$ cat config.mk
export PLATFORM = sky130hd
export DESIGN_NAME = tcfg_state_unit
export DESIGN_NICKNAME = d
export VERILOG_FILES = /design/src/rtl/tcfg_pkg.sv /design/src/rtl/tcfg_stage.sv /design/src/rtl/tcfg_readback.sv /design/src/rtl/tcfg_state_unit.sv
export SDC_FILE = /design/constraint.sdc
export NUM_CORES = 1
export LEC_CHECK = 0
export ABC_AREA = 1
export BUFFER_PORTS_ARGS = -buffer_cell sky130_fd_sc_hd__buf_2
export CORE_UTILIZATION = 45
export DETAILED_ROUTE_END_ITERATION = 8
export GPL_TIMING_DRIVEN = 0
export PLACE_DENSITY = 0.62
export SLEW_MARGIN = 10
export SYNTH_ARGS = -nofsm -noshare
export SYNTH_HDL_FRONTEND = slang
export SYNTH_SLANG_ARGS = --single-unit
$ cat constraint.sdc
create_clock -name clk -period 4.9 [get_ports clk]
set_clock_uncertainty 0.2 [all_clocks]
set_input_delay 0.49 -clock clk [delete_from_list [all_inputs] [get_ports clk]]
set_output_delay 0.49 -clock clk [all_outputs]
set_load 0.02 [all_outputs]
$ cat src/rtl/tcfg_pkg.sv
package tcfg_pkg;

  localparam int IMG_BYTES = 64;
  localparam int PAL_BYTE  = 0;
  localparam int BPR_BASE  = 16;
  localparam int ROWS_BASE = 48;
  localparam int ROW_LIMIT = 16;
  localparam int BPR_LIMIT = 64;
  localparam int TILE_CAP  = 8;

  typedef enum logic [2:0] {
    FK_RSVD,
    FK_PAL,
    FK_BPR_LO,
    FK_BPR_HI,
    FK_ROWS
  } fkind_e;

  typedef struct packed {
    fkind_e     kind;
    logic [2:0] tile;
  } fdec_t;

  // Classify an absolute image byte offset for a bank of nt tiles.
  function automatic fdec_t decode_byte(input int a, input int nt);
    fdec_t d;
    d.kind = FK_RSVD;
    d.tile = '0;
    if (a == PAL_BYTE) begin
      d.kind = FK_PAL;
    end else if (a >= BPR_BASE && a < BPR_BASE + 2 * nt) begin
      d.kind = ((a - BPR_BASE) % 2 == 1) ? FK_BPR_HI : FK_BPR_LO;
      d.tile = 3'((a - BPR_BASE) / 2);
    end else if (a >= ROWS_BASE && a < ROWS_BASE + nt) begin
      d.kind = FK_ROWS;
      d.tile = 3'(a - ROWS_BASE);
    end
    return d;
  endfunction

  // Per-byte legality against the field it occupies.
  function automatic logic byte_bad(input fkind_e k, input logic [7:0] v);
    case (k)
      FK_PAL:    return v > 8'd1;
      FK_BPR_LO: return v > 8'(BPR_LIMIT);
      FK_ROWS:   return v > 8'(ROW_LIMIT);
      default:   return v != 8'd0;
    endcase
  endfunction

endpackage

$ cat src/rtl/tcfg_stage.sv
module tcfg_stage
  import tcfg_pkg::*;
#(
  parameter int NUM_TILES = 8,
  parameter int BUS_BYTES = 4,
  localparam int BEATS = IMG_BYTES / BUS_BYTES,
  localparam int BW    = $clog2(BEATS),
  localparam int LW    = 8 * BUS_BYTES
) (
  input  logic          clk,
  input  logic          rst_n,
  input  logic          ld_valid,
  input  logic [LW-1:0] ld_data,
  input  logic          abort,
  output logic          done,
  output logic          load_err,
  output logic          pal_nz,
  output logic [6:0]    bpr_nx  [NUM_TILES],
  output logic [4:0]    rows_nx [NUM_TILES]
);

  logic [BW-1:0] beat_q, beat_d;
  logic          err_q, err_d;
  logic          pal_nz_q, pal_nz_d;
  logic [6:0]    bpr_q  [NUM_TILES];
  logic [6:0]    bpr_d  [NUM_TILES];
  logic [4:0]    rows_q [NUM_TILES];
  logic [4:0]    rows_d [NUM_TILES];
  logic          beat_err;
  logic          last_beat;

  fdec_t       lane_dec [BUS_BYTES];
  logic [7:0]  lane_val [BUS_BYTES];

  for (genvar j = 0; j < BUS_BYTES; j++) begin : g_lane
    assign lane_dec[j] = decode_byte(int'(beat_q) * BUS_BYTES + j, NUM_TILES);
    assign lane_val[j] = ld_data[8*j +: 8];
  end

  always_comb begin
    last_beat = (beat_q == BW'(BEATS - 1));
    beat_err  = 1'b0;
    pal_nz_d  = pal_nz_q;
    bpr_d     = bpr_q;
    rows_d    = rows_q;
    if (ld_valid) begin
      for (int j = 0; j < BUS_BYTES; j++) begin
        beat_err = beat_err | byte_bad(lane_dec[j].kind, lane_val[j]);
        case (lane_dec[j].kind)
          FK_PAL:    pal_nz_d = (lane_val[j] != 8'd0);
          FK_BPR_LO: bpr_d[lane_dec[j].tile] = lane_val[j][6:0];
          FK_ROWS:   rows_d[lane_dec[j].tile] = lane_val[j][4:0];
          default:   ;
        endcase
      end
    end
    load_err = ((beat_q == '0) ? 1'b0 : err_q) | beat_err;
    done     = ld_valid & ~abort & last_beat;
    if (abort) begin
      beat_d = '0;
      err_d  = 1'b0;
    end else begin
      beat_d = last_beat ? '0 : beat_q + 1'b1;
      err_d  = load_err;
    end
  end

  assign pal_nz  = pal_nz_d;
  assign bpr_nx  = bpr_d;
  assign rows_nx = rows_d;

  always_ff @(posedge clk or negedge rst_n) begin
    if (!rst_n) begin
      beat_q   <= '0;
      err_q    <= 1'b0;
      pal_nz_q <= 1'b0;
      for (int t = 0; t < NUM_TILES; t++) begin
        bpr_q[t]  <= '0;
        rows_q[t] <= '0;
      end
    end else begin
      if (ld_valid | abort) begin
        beat_q <= beat_d;
        err_q  <= err_d;
      end
      if (ld_valid) begin
        pal_nz_q <= pal_nz_d;
        bpr_q    <= bpr_d;
        rows_q   <= rows_d;
      end
    end
  end

endmodule

$ cat src/rtl/tcfg_readback.sv
module tcfg_readback
  import tcfg_pkg::*;
#(
  parameter int NUM_TILES = 8,
  parameter int BUS_BYTES = 4,
  localparam int BEATS = IMG_BYTES / BUS_BYTES,
  localparam int BW    = $clog2(BEATS),
  localparam int LW    = 8 * BUS_BYTES
) (
  input  logic [BW-1:0] rd_beat,
  input  logic          cfg_valid,
  input  logic [6:0]    bpr  [NUM_TILES],
  input  logic [4:0]    rows [NUM_TILES],
  output logic [LW-1:0] rd_data
);

  for (genvar j = 0; j < BUS_BYTES; j++) begin : g_lane
    fdec_t      dec;
    logic [7:0] byte_q;
    assign dec = decode_byte(int'(rd_beat) * BUS_BYTES + j, NUM_TILES);
    always_comb begin
      case (dec.kind)
        FK_PAL:    byte_q = {7'd0, cfg_valid};
        FK_BPR_LO: byte_q = {1'b0, bpr[dec.tile]};
        FK_ROWS:   byte_q = {3'd0, rows[dec.tile]};
        default:   byte_q = 8'd0;
      endcase
    end
    assign rd_data[8*j +: 8] = byte_q;
  end

endmodule

$ cat src/rtl/tcfg_state_unit.sv
module tcfg_state_unit
  import tcfg_pkg::*;
#(
  parameter int NUM_TILES = 8,
  parameter int BUS_BYTES = 4,
  localparam int BEATS = IMG_BYTES / BUS_BYTES,
  localparam int BW    = $clog2(BEATS),
  localparam int LW    = 8 * BUS_BYTES
) (
  input  logic          clk,
  input  logic          rst_n,
  input  logic          ld_valid,
  input  logic [LW-1:0] ld_data,
  input  logic          rel_req,
  input  logic [BW-1:0] rd_beat,
  output logic [LW-1:0] rd_data,
  output logic          cfg_valid,
  output logic          cfg_fault,
  output logic          tile_clr
);

  logic       img_done, img_err, img_pal_nz;
  logic [6:0] bpr_nx  [NUM_TILES];
  logic [4:0] rows_nx [NUM_TILES];

  logic       valid_q, valid_d;
  logic       fault_q, fault_d;
  logic       clr_q, clr_d;
  logic       fld_en;
  logic [6:0] bpr_q  [NUM_TILES];
  logic [6:0] bpr_d  [NUM_TILES];
  logic [4:0] rows_q [NUM_TILES];
  logic [4:0] rows_d [NUM_TILES];

  tcfg_stage #(
    .NUM_TILES(NUM_TILES),
    .BUS_BYTES(BUS_BYTES)
  ) u_stage (
    .clk      (clk),
    .rst_n    (rst_n),
    .ld_valid (ld_valid),
    .ld_data  (ld_data),
    .abort    (rel_req),
    .done     (img_done),
    .load_err (img_err),
    .pal_nz   (img_pal_nz),
    .bpr_nx   (bpr_nx),
    .rows_nx  (rows_nx)
  );

  // Commit decision: release, then init image, then fault, then accept.
  always_comb begin
    valid_d = valid_q;
    fault_d = 1'b0;
    clr_d   = 1'b0;
    bpr_d   = bpr_q;
    rows_d  = rows_q;
    if (rel_req || (img_done && !img_pal_nz)) begin
      valid_d = 1'b0;
      clr_d   = 1'b1;
      for (int t = 0; t < NUM_TILES; t++) begin
        bpr_d[t]  = '0;
        rows_d[t] = '0;
      end
    end else if (img_done && img_err) begin
      fault_d = 1'b1;
    end else if (img_done) begin
      valid_d = 1'b1;
      bpr_d   = bpr_nx;
      rows_d  = rows_nx;
    end
  end

  assign fld_en = rel_req | img_done;

  always_ff @(posedge clk or negedge rst_n) begin
    if (!rst_n) begin
      valid_q <= 1'b0;
      fault_q <= 1'b0;
      clr_q   <= 1'b0;
      for (int t = 0; t < NUM_TILES; t++) begin
        bpr_q[t]  <= '0;
        rows_q[t] <= '0;
      end
    end else begin
      fault_q <= fault_d;
      clr_q   <= clr_d;
      if (fld_en) begin
        valid_q <= valid_d;
        bpr_q   <= bpr_d;
        rows_q  <= rows_d;
      end
    end
  end

  tcfg_readback #(
    .NUM_TILES(NUM_TILES),
    .BUS_BYTES(BUS_BYTES)
  ) u_rdbk (
    .rd_beat   (rd_beat),
    .cfg_valid (valid_q),
    .bpr       (bpr_q),
    .rows      (rows_q),
    .rd_data   (rd_data)
  );

  assign cfg_valid = valid_q;
  assign cfg_fault = fault_q;
  assign tile_clr  = clr_q;

endmodule

# Word-level counts from Yosys, hierarchy flattened

Cells that the tools add are included.

Word-level logic and storage cells: 361
Register bits: 201
Output and inout port bits: 35

Multiplexer cells: 138
Reduce and logical (&&, ||, !) cells: 39
$lt $le $gt $ge: 56
Equality and inequality tests: 34
$add $sub $neg: 31
Bitwise gates (word level): 25

Operators with widths:

| operator            | count |
|---|---|
| $mux 56             | 11 |
| $mux 40             | 11 |
| $logic_not 32->1    | 8 |
| $bwmux 56           | 4 |
| $bwmux 40           | 4 |
| $mux 6              | 16 |
| $bmux 7 s3          | 4 |
| $demux 7 s3         | 4 |
| $lt 7x6->1 const B  | 12 |
| $mux 7              | 12 |
| $pmux 7 s3          | 4 |
| $bmux 5 s3          | 4 |
| $demux 5 s3         | 4 |
| $mux 5              | 12 |
| $mux 3              | 16 |
| $sub 7x5->8 const B | 6 |
| $ge 7x5->1 const B  | 6 |
| $ge 7x6->1 const B  | 6 |
| $ge 4x4->1 const B  | 8 |
| $gt 8x1->1 const B  | 4 |
| $gt 8x5->1 const B  | 4 |
| $gt 8x7->1 const B  | 4 |
| $not 3->4           | 8 |
| $reduce_bool 8->1   | 4 |
| 28 further kinds    | 147 |

# Depth between registers and ports, before layout

Depth in word-level cells: 26
Mapped depth: 16
Depth with buffers taken out: 14

# Hierarchy

From an unflattened synthesis, not the netlist that was laid out.

Cell total of the unflattened synthesis: 1459
Area, all modules: 10807.9 um2

By module, submodules not included:

| module          | area an instance (um2) | instances | cells each |
|---|---|---|---|
| tcfg_stage      | 4733.3                 | 1         | 581 |
| tcfg_state_unit | 4056.4                 | 1         | 441 |
| tcfg_readback   | 2018.2                 | 1         | 437 |

# Worst setup path before layout

Ideal clock, no wire load.

Path kind: input to output
Start: input rd_beat[1]
End: output rd_data[2]
Path buffers: 2
Data required time: 4.210 ns
Setup slack: 2.023 ns
Stages: 11
Arrival: 2.187 ns
Cells stage by stage: buf_2 -> inv_2 -> nand3_1 -> nand2_1 -> o21ai_0 -> nor2_1 -> inv_1 -> buf_2 -> nand3_1 -> o21ai_0 -> o21ai_0

Longest elaborated chain between the ends: 10
Elaborated cells on any way between the ends: 27
Those cells by class: add/sub (2); order compare (4); eq/ne (4); mux (12); bitwise (2); reduce/logical (3)

Ends and longest elaborated chain:

| what                                                                 | RTL line                                 | text |
|---|---|---|
| start: declaration                                                   | tcfg_state_unit.sv:15                    | `input logic [BW-1:0] rd_beat,` |
| $sub 6x5->7 (tied with other cells)                                  | tcfg_pkg.sv:32, tcfg_pkg.sv:33           |  |
| $and 1x1->1 (no source line) or $logic_and 1x1->1 (tied branches)    | -                                        |  |
| $add 3x1->3 (no source line) or $mux 6 (tied branches)               | -                                        |  |
| $mux 6                                                               | tcfg_pkg.sv:31                           | `end else if (a >= BPR_BASE && a < BPR_BASE + 2 * nt) begin` |
| $mux 3                                                               | tcfg_pkg.sv:29                           | `if (a == PAL_BYTE) begin` |
| $not 3->4 (implied by the code)                                      | tcfg_readback.sv:24, tcfg_readback.sv:25 |  |
| $bmux 5 s3 or $bmux 7 s3 (tied branches)                             | tcfg_readback.sv:25, tcfg_readback.sv:24 |  |
| $mux 5 (implied by the code) or $mux 7 (tied branches) (2 in series) | tcfg_readback.sv:25, tcfg_readback.sv:24 |  |
| $pmux 7 s3 (*)                                                       | tcfg_readback.sv:22                      | `case (dec.kind)` |
| end: declaration                                                     | tcfg_state_unit.sv:16                    | `output logic [LW-1:0] rd_data,` |

Every way passes the cells marked *; elsewhere a longest branch is shown, timed or not. The select of a mux whose other input is x is not followed.

# Worst setup path in the final report

Start: input rd_beat[1]
End: output rd_data[20]

Longest elaborated chain between the ends: 11
Elaborated cells on any way between the ends: 28
Those cells by class: add/sub (3); order compare (4); eq/ne (4); mux (12); bitwise (2); reduce/logical (3)

Ends and longest elaborated chain:

| what                                                                 | RTL line                                 | text |
|---|---|---|
| $add 6x2->7 (*)                                                      | tcfg_readback.sv:20                      | `assign dec = decode_byte(int'(rd_beat) * BUS_BYTES + j, NUM_TILES);` |
| $sub 7x5->8 (tied with other cells)                                  | tcfg_pkg.sv:32, tcfg_pkg.sv:33           |  |
| $and 1x1->1 (no source line) or $logic_and 1x1->1 (tied branches)    | -                                        |  |
| $add 3x1->3 (no source line) or $mux 6 (tied branches)               | -                                        |  |
| $mux 6                                                               | tcfg_pkg.sv:31                           |  |
| $mux 3                                                               | tcfg_pkg.sv:29                           |  |
| $not 3->4 (implied by the code)                                      | tcfg_readback.sv:24, tcfg_readback.sv:25 |  |
| $bmux 5 s3 or $bmux 7 s3 (tied branches)                             | tcfg_readback.sv:25, tcfg_readback.sv:24 |  |
| $mux 5 (implied by the code) or $mux 7 (tied branches) (2 in series) | tcfg_readback.sv:25, tcfg_readback.sv:24 |  |
| $pmux 7 s3 (*)                                                       | tcfg_readback.sv:22                      |  |

Marks and branches as above.

==> flow_summary.json <==
{
  "cp.required_ns": 4.21,
  "synth_top_family_by_area": "simple AND/OR/NAND/NOR gates",
  "die_h_um": 153,
  "synthAdderAreaFrac_pct": 0.365,
  "post_cts_buffers": 0,
  "critical_path.max_stage_delay_ns": 0.44,
  "cp_max_fo": 10,
  "rr_worst_depth": 8,
  "crit_path_top_delay_cell": "nor2_1",
  "drv_slew": 0,
  "seq_area_um2": 5030,
  "hold_violations": 0,
  "routed_wl_mm": 32.2,
  "min_path_cells": 2,
  "post-dp-hpwl_mm": 24.2,
  "row_count": 54,
  "stdcell_count": 1796,
  "path_class": "primary input to output port",
  "multi_input_area_um2": 4130,
  "cts_max_path_buffers": 3,
  "wl_met3_mm": 1.91,
  "synth_top_area_cell": "dfrtp_1",
  "path_clk_slew_ns": 0.06,
  "n_antenna_cell": 0,
  "finalSetupTns_ns": 0,
  "drc": 0,
  "grt-ovfl-total": 0,
  "totalPowerFinal_w": 0.00403,
  "ios": 75,
  "grt_pass1_vias": 8790,
  "synth_xor_area_share_pct": 0.0851,
  "worstHoldPathType": "primary input to flop",
  "dpl_cell_area_um2": 11000,
  "ir_worst_vdd_v": 0.000212,
  "synth_area_leaders": "dfrtp_1, nand2_1, inv_1",
  "crit_chain": "buf_2 -> inv_2 -> nand3_1 -> nand2_1 -> o21ai_0 -> nor2_1 -> inv_1 -> clkbuf_1 -> o311ai_0 -> nand3_1 -> nand2_1 -> buf_2",
  "drt_iter0_drc": 984,
  "dr_total_vias": 9324,
  "yosysTopAreaCellShare_pct": 48.9,
  "root_buffer": "clkbuf_16",
  "status": "complete, no violations",
  "ys_seq_elements": 201,
  "final.period_utilization_pct": 75.0,
  "avgSynthCellArea_um2": 7.33,
  "synth-main-ff-cell": "dfrtp_1",
  "muxShareOfSynthArea_pct": 0,
  "max-slew-margin-rel_pct": 32.1,
  "synth_edf_count": 0,
  "ys_async_sr_fraction_pct": 100,
  "routedWlPerCell_um": 17.9,
  "synth-simple-area-share_pct": 28.5,
  "port_buffers": 64,
  "wl_met2_mm": 13.4,
  "die_w_um": 153,
  "yosysWarningCount": 0,
  "tightest_slew_ns": 1.01,
  "initial_core_util_pct": 46.6,
  "cts_made_buffers": 22,
  "coreArea_um2": 22100,
  "synth-compound-area-share_pct": 10.9,
  "syn_area_um2": 10300,
  "grt_pass1_wl_mm": 50.5,
  "hold_buffers": 1,
  "synth_seq_area_share_pct": 48.9,
  "placedCellCount": 1755,
  "nets": 1543,
  "ant_nets": 0,
  "start_kind": "primary input",
  "p_leak_nw": 6.03,
  "netlist_instances": 1403,
  "via_per_inst": 5.19,
  "setup_viol": 0,
  "drive_gt1_share_pct": 10.6,
  "place.gp.congestion": 0.947,
  "rsz0062_at_grt": "no",
  "cts_tree": "done",
  "htreeDepth": 1,
  "end_kind": "output port",
  "die_area_um2": 23500,
  "fin_crit_ns": 3.68,
  "cap_violations": 0,
  "grt_max_degree": 103,
  "clock-sinks": 201,
  "num-fill-cells": 2172,
  "antenna_found_initial": 0,
  "first_pass_iters": 5,
  "grtUsageTotal_pct": 28.0,
  "top_layer": "met4",
  "insertion_delay_ns": 0.51,
  "crit_arrival_ns": 2.99,
  "max_freq_mhz": 272,
  "area_growth_pct": 14.9,
  "ctsResizeCount": 0,
  "wl_met1_mm": 16.1,
  "yosysUniqueCellTypes": 34,
  "fin_area_um2": 11800,
  "p_per_area_nw_per_um2": 340
}
## cell usage after synthesis (all sizes together) (7+ instances only)
master,instances
nor2,143
o211ai,19
clkbuf,46
o22ai,22
nand2,421
buf,42
a21oi,13
nand3,138
dfrtp,201
o21ai,129
inv,191
nor3,7
## placed cells by master (no fill, tap or decap), types with 4 or more instances in the layout
| cell | instances |
|---|---|
| o21ai_1 | 13 |
| nor2_1 | 142 |
| clkbuf_8 | 5 |
| nand2_1 | 417 |
| o211ai_1 | 19 |
| o311ai_0 | 6 |
| nand4_1 | 4 |
| conb_1 | 8 |
| nand3_1 | 138 |
| inv_1 | 184 |
| dfrtp_1 | 201 |
| nor3_1 | 7 |
| inv_2 | 7 |
| o22ai_1 | 22 |
| clkinv_2 | 5 |
| clkbuf_16 | 23 |
| clkbuf_1 | 47 |
| o21ai_0 | 115 |
| nand2_2 | 4 |
| buf_4 | 11 |
| buf_6 | 4 |
| a21oi_1 | 13 |
| buf_2 | 88 |
| a31oi_1 | 6 |
## registers in the layout, summed over array words and instances, names as in the netlist
name	flops
bpr_q	56
u_stage.bpr_q	56
rows_q	40
u_stage.rows_q	40
u_stage.beat_q	4
cfg_fault	1
cfg_valid	1
tile_clr	1
u_stage.err_q	1
u_stage.pal_nz_q	1
## where the power goes
part | switching [W] | leakage [nW] | total, W | internal, W
clock | 0.000701 | 0.391 | 0.00179 | 0.00109
combinational | 0.000319 | 3.07 | 0.000451 | 0.000132
sequential | 0.0000419 | 2.56 | 0.00178 | 0.00174
total | 0.00106 | 6.03 | 0.00403 | 0.00296
## layer usage
| layer | global-route usage, % | vias up |
|---|---|---|
| li1 | - | 4605 |
| met1 | 44.3 | 4340 |
| met2 | 40.5 | 327 |
| met3 | 2.67 | 52 |
| met4 | 7.46 | 0 |
| met5 | 0 | - |
## cells by family (layout without fill, tap and decap cells)
logic type,Yosys count,in the layout
adders and majority gates,3,3
buffers and inverters,280,386
other,1,8
AOI/OAI and AO/OA,200,200
and+or+nand+nor,717,717
DFF,201,201
xor gates and xnor gates,1,1
## worst max-delay path: cells and delay by family
kind | cells | cell delay, ns
AOI/OAI and AO/OA | 2 | 0.44
buffers and inverters | 5 | 1.01
and+or+nand+nor | 5 | 1.05
## final cells by class
class                      count  area share (%)
buffer                        88            3.66
tap                          280            2.96
timing repair buffer          66            3.11
inverter                     192            6.10
multi-input combinational    929            35.0
clock inverter                11            1.19
sequential                   201            42.5
clock buffer                  29            5.48
## worst paths after layout
kind	startpoint	slack, ns	endpoint
max	rd_beat[1]	1.22	rd_data[20]
min	rel_req	0.02	u_stage.beat_q[2]
max reg2reg	u_stage.beat_q[3]	2.10	bpr_q[19]
min reg2reg	bpr_q[10]	0.27	bpr_q[10]
max in group asynchronous	rst_n	3.14	bpr_q[16]
min in group asynchronous	rst_n	0.40	u_stage.rows_q[10]
## metrics by stage
stage | hold WS [ns] | setup slack (ns) | util [%]
finish | 0.0186 | 1.22 | 53.5
floorplan | -0.00559 | 2.02 | -
global route | 0.0345 | 1.01 | 53.5
global placement | 0.253 | -0.301 | 49.7
CTS | 0.0208 | 1.19 | 53.5
detailed placement | 0.259 | 1.19 | 49.9
(Power assumes the default switching activity.)
